### config.mk
export PLATFORM = sky130hd
export DESIGN_NAME = vnorm_align
export DESIGN_NICKNAME = d
export VERILOG_FILES = /design/src/rtl/vnorm_pkg.sv /design/src/rtl/vnorm_lead_detect.sv /design/src/rtl/vnorm_comp_shift.sv /design/src/rtl/vnorm_align.sv
export SDC_FILE = /design/constraint.sdc
export NUM_CORES = 1
export LEC_CHECK = 0
export BUFFER_PORTS_ARGS = -buffer_cell sky130_fd_sc_hd__clkbuf_2
export CAP_MARGIN = 20
export CORE_MARGIN = 2
export CORE_UTILIZATION = 35
export DETAILED_ROUTE_END_ITERATION = 7
export PLACE_DENSITY_LB_ADDON = 0.15
export SETUP_SLACK_MARGIN = 0.5
export SLEW_MARGIN = 30
export SYNTH_ARGS = -nofsm -noshare
export SYNTH_HDL_FRONTEND = slang
export SYNTH_SLANG_ARGS = --single-unit
### constraint.sdc
create_clock -name clk -period 6.9 [get_ports clk]
set_input_delay 1.38 -clock clk [delete_from_list [all_inputs] [get_ports clk]]
set_output_delay 1.38 -clock clk [all_outputs]
set_load 0.01 [all_outputs]
### src/rtl/vnorm_pkg.sv
package vnorm_pkg;
  localparam int unsigned VN_IN_W  = 32;
  localparam int unsigned VN_OUT_W = 15;

  // Direction decoded from the signed shift count
  typedef enum logic [1:0] {
    SH_HOLD = 2'd0,
    SH_DOWN = 2'd1,
    SH_UP   = 2'd2
  } shift_dir_e;
endpackage

### src/rtl/vnorm_lead_detect.sv
// Finds the highest set bit over the OR of all components and turns it
// into a signed shift count (positive = right).
module vnorm_lead_detect #(
  parameter int IN_W  = 32,
  parameter int OUT_W = 15,
  parameter int NCOMP = 3,
  localparam int POS_W = $clog2(IN_W),
  localparam int SH_W  = POS_W + 1
) (
  input  logic [NCOMP-1:0][IN_W-1:0] mag,
  output logic signed [SH_W-1:0]     shift
);
  localparam logic signed [SH_W-1:0] BIAS = SH_W'(OUT_W - 1);

  logic [IN_W-1:0]  or_bits;
  logic [POS_W-1:0] pos;
  logic             any_set;

  always_comb begin
    or_bits = '0;
    for (int c = 0; c < NCOMP; c++) begin
      or_bits = or_bits | mag[c];
    end
  end

  // Ascending scan: the last hit is the most significant one.
  always_comb begin
    pos = '0;
    for (int b = 0; b < IN_W; b++) begin
      if (or_bits[b]) pos = POS_W'(b);
    end
  end

  assign any_set = |or_bits;
  assign shift   = any_set ? ($signed({1'b0, pos}) - BIAS) : '0;
endmodule

### src/rtl/vnorm_comp_shift.sv
// Moves one magnitude by the shared signed count and keeps OUT_W bits.
module vnorm_comp_shift
  import vnorm_pkg::*;
#(
  parameter int IN_W  = 32,
  parameter int OUT_W = 15,
  parameter int SH_W  = 6
) (
  input  logic [IN_W-1:0]        mag,
  input  logic signed [SH_W-1:0] shift,
  output logic [OUT_W-1:0]       res
);
  shift_dir_e      dir;
  logic [SH_W-1:0] neg_amt;

  always_comb begin
    neg_amt = -shift;
    if (shift == '0)         dir = SH_HOLD;
    else if (shift[SH_W-1])  dir = SH_UP;
    else                     dir = SH_DOWN;

    unique case (dir)
      SH_DOWN: res = OUT_W'(mag >> $unsigned(shift));
      SH_UP:   res = OUT_W'(mag << neg_amt);
      default: res = OUT_W'(mag);
    endcase
  end
endmodule

### src/rtl/vnorm_align.sv
module vnorm_align #(
  parameter int IN_W  = vnorm_pkg::VN_IN_W,
  parameter int OUT_W = vnorm_pkg::VN_OUT_W,
  localparam int SH_W = $clog2(IN_W) + 1
) (
  input  logic             clk,
  input  logic             rst,
  input  logic             stall,
  input  logic             in_valid,
  input  logic [IN_W-1:0]  in_mag_x,
  input  logic [IN_W-1:0]  in_mag_y,
  input  logic [IN_W-1:0]  in_mag_z,
  input  logic             in_neg_x,
  input  logic             in_neg_y,
  input  logic             in_neg_z,
  output logic             out_valid,
  output logic [OUT_W-1:0] out_mag_x,
  output logic [OUT_W-1:0] out_mag_y,
  output logic [OUT_W-1:0] out_mag_z,
  output logic             out_neg_x,
  output logic             out_neg_y,
  output logic             out_neg_z,
  output logic [SH_W-1:0]  out_shift
);
  localparam int NCOMP = 3;

  logic [NCOMP-1:0][IN_W-1:0]  mag_in;
  logic [NCOMP-1:0][OUT_W-1:0] mag_nx;
  logic [NCOMP-1:0][OUT_W-1:0] mag_q;
  logic [NCOMP-1:0]            neg_in;
  logic [NCOMP-1:0]            neg_q;
  logic signed [SH_W-1:0]      shift_nx;
  logic [SH_W-1:0]             shift_q;
  logic                        valid_q;

  assign mag_in = {in_mag_z, in_mag_y, in_mag_x};
  assign neg_in = {in_neg_z, in_neg_y, in_neg_x};

  vnorm_lead_detect #(
    .IN_W (IN_W),
    .OUT_W(OUT_W),
    .NCOMP(NCOMP)
  ) u_detect (
    .mag  (mag_in),
    .shift(shift_nx)
  );

  for (genvar c = 0; c < NCOMP; c++) begin : g_comp
    vnorm_comp_shift #(
      .IN_W (IN_W),
      .OUT_W(OUT_W),
      .SH_W (SH_W)
    ) u_shift (
      .mag  (mag_in[c]),
      .shift(shift_nx),
      .res  (mag_nx[c])
    );
  end

  always_ff @(posedge clk) begin
    if (rst) begin
      valid_q <= 1'b0;
      mag_q   <= '0;
      neg_q   <= '0;
      shift_q <= '0;
    end else if (!stall) begin
      valid_q <= in_valid;
      mag_q   <= mag_nx;
      neg_q   <= neg_in;
      shift_q <= shift_nx;
    end
  end

  assign out_valid = valid_q;
  assign out_mag_x = mag_q[0];
  assign out_mag_y = mag_q[1];
  assign out_mag_z = mag_q[2];
  assign out_neg_x = neg_q[0];
  assign out_neg_y = neg_q[1];
  assign out_neg_z = neg_q[2];
  assign out_shift = shift_q;
endmodule

==> results.toml <==
[status]
run_status = "complete, no violations"

[route]
drc = 0
drtPass1Iterations = 6
wl_met1_um = 25000
wl_met2_um = 26400
avgRoutedWirePerCell_um = 34.4
viasPerCell = 7.17
dr_total_vias = 13100
ant_nets = 0
top_layer_used = "met4"
drt_first_iter_violations = 2133
wl_um = 62700
met3_length_um = 7730

[setup_path]
arrival_ns = 6.38
r2r_start = "out_mag_y[14]"
worstPathRequired_ns = 7.07
cp-startpoint = "in_mag_x[5]"
end_kind = "flip-flop"
slowest_stage = "a221oi_1"
cp_max_fo = 29
critical-path-max-stage-delay_ns = 0.63
reg2reg_depth = 4
cp_cell_sequence = "clkbuf_2, or3_1, a211oi_1, o211ai_1, a211o_1, nand3_1, ha_1, inv_1, a211oi_4, a21o_1, buf_4, nor2_1, a41oi_2, o31ai_1, a221oi_1, o32ai_1"
path_class = "in -> reg"
critPathTopFamily = "compound AO/OA/AOI/OAI gates"
start_kind = "input port"
path_buf_inv = 3
worst-path-stages = 16

[synth]
synth-edff-count = 0
yosysUniqueCellTypes = 86
syn-num-nets = 1432
yosys.area.top_type = "mux2i_1"
synth_area_sq_um = 9820
syn_inst = 1327
synth-seq-cells = 55
synthArstFlopShare_pct = 0
synth_top_area_share_pct = 15.1
avgSynthCellArea_sq_um = 7.40
synth_top_cells_by_area = "mux2i_1, dfxtp_1, mux4_2"
synth_flop_cell = "dfxtp_1"
yosys_warnings = 0
ys_seq_area_share_pct = 11.2

[sta]
worstMarginPinSlew_ns = 0.991
relSlewSlack_pct = 33.8
grt_setup_unrepaired = "no"
fin_worst_skew_ns = 0
post-route-period-util_pct = 90.0
maxSlewViolCount = 0
fin_setup_tns_ns = 0
finalHoldViolations = 0
fmax_mhz = 161
finalCriticalPeriod_ns = 6.21
setup_viol = 0

[clock_network]
cts-root-buf = "clkbuf_16"
clk_latency_ns = 0.30
cts_tree = "yes"
cts_buffers = 5
cts_max_level = 2
cts_hold_buf = 0
cts_setup_buffers = 0
clk_pin_slew_ns = 0.09
clock-sinks = 55
cts_buffer_depth = 2

[die]
die_h_um = 171
dieWidth_um = 171
pin_count = 158
fp.dieArea_sq_um = 29400
rows = 61
initial_core_util_pct = 35.4
coreArea_sq_um = 27700

[placement]
gp_congestion = 1.07
dp.cells = 1813
portBuffers = 157
place_hpwl_um = 48100

[final_layout]
multiInputGateArea_sq_um = 8020
fillers = 2993
regArea_sq_um = 1100
layout-drive-gt1-share_pct = 23.8
n_antenna_cell = 0
syn2layout_area_growth_pct = 15.7
instances_no_fill = 1822
nets = 1548
mostFrequentLayoutCells = "clkbuf_2, mux2i_1, a21oi_1"
final_common_cell = "clkbuf_2"

[pwr]
ir_drop_mv = 0.0939
total_power_mw = 1.26
seqPwrFrac_pct = 28.5
combPwrFrac_pct = 49.5
switchingPower_mw = 0.567
switching_share_pct = 44.9
p_clk_share_pct = 22.0
internal-power_mw = 0.696
leakage_nw = 4.77
cellPowerDensity_nw_per_um2 = 111

[job]
drv_cap = 0

[hold_path]
hold_start = "out_mag_z[3]"
min_path_type = "reg -> reg"
worstHoldPathCells = 2

[grt]
grt_pass1_wl_um = 89500
grt_pass1_vias = 12500
grt_max_degree = 81
grt_usage_pct = 42.0
antenna_found_initial = 0
grt.overflow.total = 0
-- routing by layer --
layer | GRT usage, % | vias to the layer above
li1 | - | 5421
met3 | 10.2 | 213
met4 | 19.3 | 0
met2 | 62.1 | 1064
met1 | 57.4 | 6373
met5 | 0 | -
-- synth_stat cells, types with 27 or more instances --
cell / count
a211oi_1: 31
a21oi_1: 120
a221oi_1: 27
clkbuf_1: 83
dfxtp_1: 55
inv_1: 39
mux2i_1: 148
mux4_2: 36
nand2_1: 110
nand3_1: 83
nor2_1: 74
nor3_1: 47
o21ai_0: 75
-- worst paths after layout --
kind	to	slack, ns
worst max-delay path	out_mag_x[5]	0.69
worst min-delay path	out_mag_z[3]	0.48
worst max register to register	out_mag_y[14]	5.35
worst min register to register	out_mag_z[3]	0.48
-- power groups by stage --
stage                     registers (mW)  clock network, mW  logic, mW
after floorplan                    0.372                  0      0.320
after detailed placement           0.367                  0      0.596
after global routing               0.362              0.293      0.649
after CTS                          0.360              0.278      0.598
after global placement             0.367                  0      0.602
final                              0.360              0.278      0.626
-- per-stage QoR --
stage                     setup WS [ns]  instance area, sq um  hold slack [ns]  util [%]
after floorplan                    1.38                  9820            0.490         -
after global placement            0.376                 11200            0.469      40.3
after detailed placement          0.404                 11200            0.473      40.3
after CTS                         0.723                 11300            0.485      40.8
after global routing              0.612                 11400            0.504      41.0
final                             0.689                 11400            0.484      41.0
-- logic make-up (layout without fill, tap and decap cells) --
family / count (synthesis) / count (layout) / share of synthesized area, %
AOI/OAI and AO/OA: 487 / 487 / 34.6
xor gates and xnor gates: 2 / 2 / 0.178
adders and majority gates: 2 / 2 / 0.255
buffers and inverters: 170 / 287 / 7.80
DFF: 55 / 55 / 11.2
muxes: 205 / 205 / 25.8
and+or+nand+nor: 406 / 406 / 20.2
-- timing repair --
action	in CTS	in global routing
gates resized for setup	0	2
endpoints found under the hold margin	0	0
setup endpoints to repair	0	1
-- worst register-to-register path: cells and delay by family (launching register included) --
kind	cells	cell delay, ns
flops	1	0.36
compound gates	4	1.06
-- state kept, by name, indices dropped and copies added (netlist names) --
signal and count:
neg_q 3, out_mag_x 15, out_mag_y 15, out_mag_z 15, out_shift 6, out_valid 1
-- final cells by class --
type / count / share of cell area, %
timing repair buffer: 238 / 12.8
inverter: 41 / 1.38
tap: 378 / 4.16
clock buffer: 5 / 1.10
multi-input combinational: 1102 / 70.6
sequential: 55 / 9.69
clock inverter: 3 / 0.242
No activity file was read; power rests on OpenSTA's default activity.
